`src/rtl/fstx_pkg.sv`:
```
package fstx_pkg;
  localparam logic [1:0] IRQ_ON_ERR = 2'b11;

  // delay code 3 saturates to 2
  function automatic logic [1:0] eff_delay(input logic [1:0] code);
    return (code == 2'd3) ? 2'd2 : code;
  endfunction
endpackage

```
`src/rtl/fstx_hold.sv`:
```
module fstx_hold #(
  parameter int W = 8
) (
  input  logic         clk_i,
  input  logic         rst_ni,
  input  logic         tx_en_i,
  input  logic         wr_en_i,
  input  logic [W-1:0] wr_data_i,
  input  logic         copy_i,
  output logic [W-1:0] hold_o,
  output logic         full_o,
  output logic         ready_o,
  output logic         ready_rise_o
);
  logic [W-1:0] hold_q;
  logic         full_q;

  always_ff @(posedge clk_i or negedge rst_ni) begin
    if (!rst_ni) begin
      hold_q <= '0;
      full_q <= 1'b0;
    end else if (!tx_en_i) begin
      full_q <= 1'b0;
    end else begin
      if (wr_en_i) hold_q <= wr_data_i;
      if (wr_en_i)     full_q <= 1'b1;
      else if (copy_i) full_q <= 1'b0;
    end
  end

  assign hold_o       = hold_q;
  assign full_o       = full_q;
  assign ready_o      = ~full_q;
  assign ready_rise_o = tx_en_i & copy_i & full_q & ~wr_en_i;

  p_ready_low_after_wr_r2: assert property (@(posedge clk_i) disable iff (!rst_ni)
    (tx_en_i && wr_en_i) |=> !ready_o);
endmodule

```
`src/rtl/fstx_frame_ctrl.sv`:
```
module fstx_frame_ctrl #(
  parameter int W = 8
) (
  input  logic       clk_i,
  input  logic       rst_ni,
  input  logic       tx_en_i,
  input  logic       fs_i,
  input  logic [1:0] delay_i,
  input  logic       ignore_i,
  output logic       start_o,
  output logic       unexp_o,
  output logic       restart_o,
  output logic       load_o,
  output logic       shift_en_o,
  output logic       active_o
);
  import fstx_pkg::*;
  localparam int CW = $clog2(W);
  localparam logic [CW-1:0] LAST = CW'(W - 1);

  logic          act_q, pend_q;
  logic [CW-1:0] cnt_q;
  logic [1:0]    dcnt_q, dly;
  logic          busy, done;

  assign dly  = eff_delay(delay_i);
  assign busy = act_q | pend_q;
  assign done = act_q & (cnt_q == LAST);

  // a pulse on the edge that ends the last bit opens a new frame
  assign unexp_o    = fs_i & busy & ~done;
  assign start_o    = fs_i & ~(busy & ~done);
  assign restart_o  = unexp_o & ~ignore_i;
  assign load_o     = start_o | restart_o;
  assign shift_en_o = act_q & ~done;
  assign active_o   = act_q;

  always_ff @(posedge clk_i or negedge rst_ni) begin
    if (!rst_ni) begin
      act_q  <= 1'b0;
      pend_q <= 1'b0;
      cnt_q  <= '0;
      dcnt_q <= '0;
    end else if (!tx_en_i) begin
      act_q  <= 1'b0;
      pend_q <= 1'b0;
      cnt_q  <= '0;
      dcnt_q <= '0;
    end else if (load_o) begin
      cnt_q  <= '0;
      dcnt_q <= dly;
      act_q  <= (dly == 2'd0);
      pend_q <= (dly != 2'd0);
    end else if (pend_q) begin
      dcnt_q <= dcnt_q - 2'd1;
      if (dcnt_q == 2'd1) begin
        pend_q <= 1'b0;
        act_q  <= 1'b1;
        cnt_q  <= '0;
      end
    end else if (act_q) begin
      if (done) act_q <= 1'b0;
      else      cnt_q <= cnt_q + CW'(1);
    end
  end

  p_no_overlap_r3: assert property (@(posedge clk_i) disable iff (!rst_ni)
    !(act_q && pend_q));
  p_restart_zero_delay_r5: assert property (@(posedge clk_i) disable iff (!rst_ni)
    (tx_en_i && restart_o && delay_i == 2'd0) |=> (act_q && cnt_q == '0));
endmodule

```
`src/rtl/fstx_shifter.sv`:
```
module fstx_shifter #(
  parameter int W = 8
) (
  input  logic         clk_i,
  input  logic         rst_ni,
  input  logic         tx_en_i,
  input  logic         start_i,
  input  logic         load_i,
  input  logic         new_valid_i,
  input  logic [W-1:0] hold_i,
  input  logic         shift_en_i,
  input  logic         active_i,
  output logic         dx_o
);
  logic [W-1:0] word_q, shift_q, next_word;

  // restart or empty holding register reuses the frame word
  assign next_word = (start_i && new_valid_i) ? hold_i : word_q;

  always_ff @(posedge clk_i or negedge rst_ni) begin
    if (!rst_ni) begin
      word_q  <= '0;
      shift_q <= '0;
    end else if (tx_en_i) begin
      if (load_i) begin
        word_q  <= next_word;
        shift_q <= next_word;
      end else if (shift_en_i) begin
        shift_q <= {shift_q[W-2:0], 1'b0};
      end
    end
  end

  assign dx_o = active_i & shift_q[W-1];
endmodule

```
`src/rtl/fstx_sync_err.sv`:
```
module fstx_sync_err (
  input  logic       clk_i,
  input  logic       rst_ni,
  input  logic       tx_en_i,
  input  logic       err_evt_i,
  input  logic       clr_i,
  input  logic [1:0] irq_mode_i,
  input  logic       ready_rise_i,
  output logic       err_o,
  output logic       irq_o
);
  import fstx_pkg::*;
  logic err_q, irq_q;

  always_ff @(posedge clk_i or negedge rst_ni) begin
    if (!rst_ni) begin
      err_q <= 1'b0;
      irq_q <= 1'b0;
    end else if (!tx_en_i) begin
      err_q <= 1'b0;
      irq_q <= 1'b0;
    end else begin
      if (err_evt_i)  err_q <= 1'b1;
      else if (clr_i) err_q <= 1'b0;
      irq_q <= (irq_mode_i == IRQ_ON_ERR) ? err_evt_i : ready_rise_i;
    end
  end

  assign err_o = err_q;
  assign irq_o = irq_q;

  p_err_sticky_r7: assert property (@(posedge clk_i) disable iff (!rst_ni)
    (err_q && tx_en_i && !clr_i) |=> err_q);
  p_irq_on_err_r8: assert property (@(posedge clk_i) disable iff (!rst_ni)
    ($rose(err_q) && $past(irq_mode_i) == IRQ_ON_ERR) |-> irq_q);
endmodule

```
`src/rtl/framed_ser_tx.sv`:
```
module framed_ser_tx #(
  parameter int W = 8
) (
  input  logic         clk_i,
  input  logic         rst_ni,
  input  logic         tx_en_i,
  input  logic [1:0]   cfg_delay_i,
  input  logic         cfg_ignore_i,
  input  logic [1:0]   cfg_irq_mode_i,
  input  logic         wr_en_i,
  input  logic [W-1:0] wr_data_i,
  input  logic         err_clr_i,
  input  logic         fs_i,
  output logic         dx_o,
  output logic         ready_o,
  output logic         sync_err_o,
  output logic         irq_o
);
  logic [W-1:0] hold;
  logic full, ready_rise;
  logic start, unexp, restart, load, shift_en, active;

  fstx_hold #(.W(W)) u_hold (
    .clk_i, .rst_ni, .tx_en_i, .wr_en_i, .wr_data_i,
    .copy_i(start), .hold_o(hold), .full_o(full),
    .ready_o, .ready_rise_o(ready_rise)
  );

  fstx_frame_ctrl #(.W(W)) u_ctrl (
    .clk_i, .rst_ni, .tx_en_i, .fs_i,
    .delay_i(cfg_delay_i), .ignore_i(cfg_ignore_i),
    .start_o(start), .unexp_o(unexp), .restart_o(restart),
    .load_o(load), .shift_en_o(shift_en), .active_o(active)
  );

  fstx_shifter #(.W(W)) u_shift (
    .clk_i, .rst_ni, .tx_en_i, .start_i(start), .load_i(load),
    .new_valid_i(full), .hold_i(hold), .shift_en_i(shift_en),
    .active_i(active), .dx_o
  );

  fstx_sync_err u_err (
    .clk_i, .rst_ni, .tx_en_i, .err_evt_i(restart), .clr_i(err_clr_i),
    .irq_mode_i(cfg_irq_mode_i), .ready_rise_i(ready_rise),
    .err_o(sync_err_o), .irq_o
  );

  p_restart_keeps_ready_r5: assert property (@(posedge clk_i) disable iff (!rst_ni)
    (tx_en_i && unexp && !wr_en_i) |=> $stable(ready_o));
endmodule

```
`config.mk`:
```
export PLATFORM = sky130hd
export DESIGN_NAME = framed_ser_tx
export DESIGN_NICKNAME = d
export VERILOG_FILES = /design/src/rtl/fstx_pkg.sv /design/src/rtl/fstx_hold.sv /design/src/rtl/fstx_frame_ctrl.sv /design/src/rtl/fstx_shifter.sv /design/src/rtl/fstx_sync_err.sv /design/src/rtl/framed_ser_tx.sv
export SDC_FILE = /design/constraint.sdc
export NUM_CORES = 1
export LEC_CHECK = 0
export BUFFER_PORTS_ARGS = -buffer_cell sky130_fd_sc_hd__buf_2
export CAP_MARGIN = 10
export CORE_UTILIZATION = 30
export CTS_CLUSTER_SIZE = 16
export DETAILED_ROUTE_END_ITERATION = 7
export GPL_TIMING_DRIVEN = 0
export PLACE_DENSITY = 0.5
export SLEW_MARGIN = 40
export SYNTH_ARGS = -nofsm -noshare
export SYNTH_HDL_FRONTEND = slang
export SYNTH_SLANG_ARGS = --single-unit
```
`constraint.sdc`:
```
create_clock -name clk_i -period 1.85 [get_ports clk_i]
set_clock_uncertainty 0.05 [all_clocks]
set_input_delay 0.37 -clock clk_i [delete_from_list [all_inputs] [get_ports clk_i]]
set_output_delay 0.37 -clock clk_i [all_outputs]
set_load 0.01 [all_outputs]
```
==> flow_metrics.tcl, run 1 <==
set metrics [dict create \
    p_leak_nw 0.965 \
    first_iter_violations 87 \
    gp_congestion 0.747 \
    initial_core_util_pct 31.7 \
    worstHoldPathType "in -> async" \
    path_max_fanout 7 \
    setup_slack_ps -87.2 \
    fin_cells 254 \
    htreeDepth 2 \
    multi_input_area_sq_um 831 \
    die_x_um 76.1 \
    cp-start-kind "register" \
    drt_first_pass_iters 4 \
    rows 26 \
    drive_gt1_share_pct 37.5 \
    criticalPathCategory "reg -> reg" \
    setup_viol 7 \
    power_mw 2.15 \
    relSlewSlack_pct 66.8 \
    maxCapViolCount 0 \
    ys_seq_area_share_pct 51.6 \
    antenna_found_initial 0 \
    fp.dieH_um 76.1 \
    wl_met1_um 1640 \
    layout_common_cells "33 x dfrtp_1, 21 x buf_2, 15 x nor2_1, 11 x mux2_2" \
    period_minus_slack_ps 1940 \
    cts_root_buf "clkbuf_8" \
    ioPinCount 23 \
    max-clock-path-buffers 2 \
    grt_overflow 0 \
    maxUsedRoutingLayer "met4" \
    route.met3.wl_um 167 \
    max_freq_ghz 0.516 \
    grt_setup_unrepaired "yes" \
    grt_usage_pct 14.0 \
    grt_pass1_wl_um 6290 \
    fin_nets 206 \
    cts_tree "built" \
    violations "hold timing, setup timing" \
    ys_ff_latch 34 \
    avgSynthCellArea_sq_um 11.2 \
    grt_start_max_net_pins 35 \
    synth_nets 169 \
    drc 0 \
    placedCellCount 238 \
    r2r_start "u_ctrl.active_o$_DFFE_PN0P_" \
    reg2reg_slack_ps -90 \
    wl_met2_um 1820 \
    ys_types 36 \
    portBuffers 21 \
    cp-end-kind "register" \
    dieArea_sq_um 5800 \
    hold_ws_ps -18.1 \
    nFillCells 510 \
    required_ps 1970 \
    rr_worst_depth 5 \
    report.final.slew_viol_count 0 \
    irDropWorstVdd_uv 500 \
    cts_num_sinks 34 \
    areaGrowthSynthToFinish_pct 28.5 \
    grt_pass1_vias 1315 \
    vias 1244 \
    mostFrequentLayoutCell "dfrtp_1" \
    finalHoldViolations 28 \
    viasPerCell 4.90 \
    numCtsBuffers 5 \
    fin_crit_sh_pct 105 \
    antennaDiodeCount 0 \
    dp_hpwl_um 2490 \
    outcome "finished, violations left" \
    synthCells 147 \
    p_per_area_nw_per_um2 1020 \
    netlist_area_sq_um 1650 \
    tightestPinTransition_ps 497 \
    core_area_sq_um 5200 \
    clock_latency_ps 290 \
    clk_pin_slew_ps 80 \
    ant_nets 0 \
    wl_per_cell_um 14.5 \
    postRouteWirelength_um 3670 \
    r2r_end "u_shift.shift_q[6]$_DFFE_PN0P_" \
    worstPathArrival_ps 2050 \
    yosys_warnings 0 \
    seq_area_sq_um 852 \
]
worst max-delay path: stages (launching register included):
cell	delay, ps
dfrtp_2	460
or2_4	300
a211oi_2	240
buf_6	160
mux2_4	300
a221o_1	290
layer usage:
metal	vias to the layer above	track usage (%)
met5	-	0
met4	0	4.62
met3	4	4.19
met2	29	23.0
met1	616	17.5
li1	595	-
worst max path at each step:
stage | cells past startpoint | slack [ps] | endpoint | startpoint
final | 5 | -90 | u_shift.shift_q[6]$_DFFE_PN0P_ | u_ctrl.active_o$_DFFE_PN0P_
after detailed placement | 7 | -190 | u_shift.shift_q[6]$_DFFE_PN0P_ | u_ctrl.cnt_q[0]$_DFFE_PN0P_
after floorplan | 7 | -30 | u_shift.shift_q[5]$_DFFE_PN0P_ | u_ctrl.cnt_q[0]$_DFFE_PN0P_
after global placement | 7 | -140 | u_shift.shift_q[6]$_DFFE_PN0P_ | u_ctrl.cnt_q[0]$_DFFE_PN0P_
after CTS | 7 | -80 | u_shift.shift_q[6]$_DFFE_PN0P_ | u_ctrl.cnt_q[1]$_DFFE_PN0P_
after global routing | 7 | -160 | u_shift.shift_q[6]$_DFFE_PN0P_ | u_ctrl.cnt_q[0]$_DFFE_PN0P_
kinds of logic (layout without fill, tap and decap cells):
group / after synthesis / after routing / synth area share [%]
AOI/OAI and AO/OA: 34 / 34 / 15.4
xor gates and xnor gates: 2 / 2 / 1.06
adders and majority gates: 3 / 3 / 2.28
buffers and inverters: 12 / 49 / 3.49
DFF: 34 / 34 / 51.6
muxes: 22 / 22 / 14.4
and+or+nand+nor: 40 / 40 / 11.8
metrics by stage:
| stage | TNS, ps | worst slack (ps) | instance area (sq um) | hold WS (ps) | utilization (%) |
|---|---|---|---|---|---|
| floorplan | -66.6 | -33.3 | 1680 | 24.4 | - |
| detailed placement | -752 | -186 | 1870 | 447 | 36.0 |
| global route | -1550 | -164 | 2120 | 8.03 | 40.7 |
| finish | -358 | -87.2 | 2120 | -18.1 | 40.7 |
| global placement | -364 | -143 | 1870 | 435 | 36.0 |
| CTS | -185 | -77.0 | 2050 | 137 | 39.4 |
layout make-up:
class | instances | area share (%)
Tap cell | 70 | 4.13
Buffer | 5 | 1.48
Clock buffer | 6 | 3.90
Timing Repair Buffer | 30 | 8.44
Multi-Input combinational cell | 101 | 39.2
Clock inverter | 1 | 1.42
Sequential cell | 34 | 40.2
Inverter | 7 | 1.24
synth_stat cells:
library cell	instances	share of area, %
nor2b_1	3	1.1
ha_1	3	2.3
xnor2_1	1	0.53
or2b_1	1	0.46
inv_1	7	1.6
or2_4	1	0.53
buf_4	1	0.46
buf_6	1	0.68
and2_1	2	0.76
a2bb2oi_1	3	1.6
dfrtp_1	34	52
and3_1	1	0.38
o211a_1	1	0.61
a211oi_2	1	0.76
nor2_1	15	3.4
xor2_1	1	0.53
clkbuf_1	2	0.46
nand2_1	9	2.0
nand3b_1	1	0.46
mux2_2	14	9.6
buf_2	1	0.30
nand3_1	1	0.30
a21boi_0	2	0.91
a22o_1	2	1.1
nand2b_1	5	1.9
mux2i_1	8	4.9
a221o_1	3	1.8
o22ai_1	1	0.38
a31oi_2	1	0.76
o21a_1	1	0.46
a211oi_1	4	1.8
o21ai_0	3	0.91
a31oi_1	1	0.38
a21oi_1	10	3.0
or3_1	1	0.38
a221oi_2	1	0.91
sequential cells by signal, indices dropped and copies added, names as in the netlist:
signal	count
u_hold.hold_o	8
u_shift.shift_q	8
u_shift.word_q	8
u_ctrl.cnt_q	3
u_ctrl.dcnt_q	2
u_ctrl.active_o	1
u_ctrl.pend_q	1
u_err.err_o	1
u_err.irq_o	1
u_hold.full_o	1
power by group:
part	internal, mW	switching [mW]	total [mW]
registers	0.901	0.104	1.00
logic	0.253	0.202	0.455
clock network	0.431	0.263	0.694
repair_timing:
item	4_1_cts	5_1_grt
hold buffers	0	0
cloned	0	0
pin swaps	0	1
setup buffers	6	3
endpoints found under the setup margin	16	18
gates resized for setup	5	8
No activity file was read; power rests on OpenSTA's default activity.
==> run 2, diff against run 1 <==
--- a/config.mk
+++ b/config.mk
@@ -7,11 +7,11 @@
 export LEC_CHECK = 0
 export BUFFER_PORTS_ARGS = -buffer_cell sky130_fd_sc_hd__buf_2
 export CAP_MARGIN = 10
-export CORE_UTILIZATION = 30
+export CORE_UTILIZATION = 50
 export CTS_CLUSTER_SIZE = 16
 export DETAILED_ROUTE_END_ITERATION = 7
 export GPL_TIMING_DRIVEN = 0
-export PLACE_DENSITY = 0.5
+export PLACE_DENSITY = 0.75
 export SLEW_MARGIN = 40
 export SYNTH_ARGS = -nofsm -noshare
 export SYNTH_HDL_FRONTEND = slang
==> flow_metrics.tcl, run 2 (synthesized netlist as in run 1, its figures left out) <==
set metrics [dict create \
    setup_viol 4 \
    grt_setup_unrepaired "yes" \
    mostFrequentLayoutCell "dfrtp_1" \
    gp_congestion 0.775 \
    dp_slack_ps -192 \
    power_mw 1.98 \
    maxCapViolCount 0 \
    postRouteWirelength_um 3310 \
    layout_common_cells "33 x dfrtp_1, 21 x buf_2, 15 x nor2_1, 12 x mux2_2, 10 x a21oi_1" \
    finalHoldViolations 0 \
    grt_usage_pct 21.4 \
    htreeDepth 2 \
    worstPathArrival_ps 2120 \
    clk_pin_slew_ps 110 \
    viasPerCell 5.30 \
    seq_area_sq_um 852 \
    grt_pass1_wl_um 5360 \
    grt_start_max_net_pins 35 \
    antennaDiodeCount 0 \
    portBuffers 21 \
    dp_hpwl_um 2270 \
    cts_root_buf "clkbuf_4" \
    criticalPathCategory "reg -> reg" \
    first_iter_violations 55 \
    grt_overflow 0 \
    areaGrowthSynthToFinish_pct 23.0 \
    cp-end-kind "register" \
    grt_pass1_vias 1214 \
    drc 0 \
    relSlewSlack_pct 72.7 \
    worstHoldPathType "in -> reg" \
    initial_core_util_pct 53.1 \
    cp-start-kind "register" \
    p_leak_nw 0.939 \
    fin_nets 205 \
    report.final.slew_viol_count 0 \
    setup_slack_ps -75.8 \
    fin_crit_sh_pct 104 \
    max_freq_ghz 0.519 \
    finalSetupTns_ps -157 \
    period_minus_slack_ps 1930 \
    path_max_fanout 8 \
    fin_util_pct 65.4 \
    tightestPinTransition_ps 410 \
    ant_nets 0 \
    die_x_um 59.4 \
    cts_num_sinks 34 \
    postPlaceCellArea_sq_um 1840 \
    antenna_found_initial 0 \
    clock_latency_ps 350 \
    multi_input_area_sq_um 818 \
    dieArea_sq_um 3530 \
    p_per_area_nw_per_um2 974 \
    vias 1208 \
    ioPinCount 23 \
    irDropWorstVdd_uv 597 \
    violations "setup timing" \
    drive_gt1_share_pct 35.9 \
    wl_per_cell_um 14.5 \
    fp.dieH_um 59.4 \
    required_ps 2040 \
    cts_tree "built" \
    max-clock-path-buffers 2 \
    nFillCells 245 \
    drt_first_pass_iters 4 \
    core_area_sq_um 3100 \
    rows 20 \
    outcome "finished, violations left" \
    numCtsBuffers 5 \
    stdcell_area_sq_um 2030 \
]
==> run 2: cell types whose count changed in the layout (fill, tap and decap cells not counted), moves of 2 or more <==
cell      delta
clkbuf_4     +5
mux2i_4      -2
clkbuf_8     -6
mux2i_2      +2
clkbuf_1     +2
==> run 2: timing repair <==
action | in CTS | in global routing
setup buffers | 6 | 1
resized for setup | 5 | 6
pin swaps | 3 | 1
setup endpoints to repair | 16 | 19
hold buffers | 0 | 1
hold endpoints to repair | 0 | 34
==> run 2: worst paths after layout <==
check                                                   start                              to  slack, ps  cells after the start
min in group asynchronous                              rst_ni   u_shift.word_q[5]$_DFFE_PN0P_        430                      2
worst max register to register    u_ctrl.cnt_q[1]$_DFFE_PN0P_  u_shift.shift_q[5]$_DFFE_PN0P_        -80                      7
worst min-delay path                             wr_data_i[6]    u_hold.hold_o[6]$_DFFE_PN0P_        200                      2
max in group asynchronous                              rst_ni     u_ctrl.active_o$_DFFE_PN0P_        990                      2
worst min register to register  u_shift.word_q[5]$_DFFE_PN0P_   u_shift.word_q[5]$_DFFE_PN0P_        470                      1
worst max-delay path              u_ctrl.cnt_q[1]$_DFFE_PN0P_  u_shift.shift_q[5]$_DFFE_PN0P_        -80                      7
==> run 2: stage by stage <==
step | instances | hold WS (ps)
2_1_floorplan | 147 | 24.4
3_3_place_gp | 212 | 415
3_5_place_dp | 212 | 420
4_1_cts | 226 | 41.6
5_1_grt | 228 | 206
6_report | 228 | 196
==> run 2: layout make-up <==
cell class	count	area share, %
clock buffer	7	2.22
multi-input combinational	101	40.3
clock inverter	1	1.48
inverter	7	1.30
tap	44	2.71
buffer	5	1.54
sequential	34	42.0
timing repair buffer	29	8.39
==> run 2: power breakdown <==
group	total, mW	switching, mW	internal (mW)
clock	0.536	0.250	0.287
sequential	0.994	0.0952	0.899
combinational	0.445	0.206	0.239
==> run 2: layer usage <==
layer / up-vias / part of all wire [%] / global-route usage [%]
met1: 580 / 44 / 25.2
met3: 7 / 4.2 / 4.59
met4: 0 / 2.0 / 11.9
li1: 593 / - / -
met2: 28 / 50 / 36.3
met5: - / 0 / 0
==> run 2: worst max-delay path: stages, from the launching register on <==
cell and delay (ps):
dfrtp_1 380, ha_2 200, ha_4 150, nand2_4 50, a211oi_2 210, buf_6 190, mux2_4 310, a221o_1 290
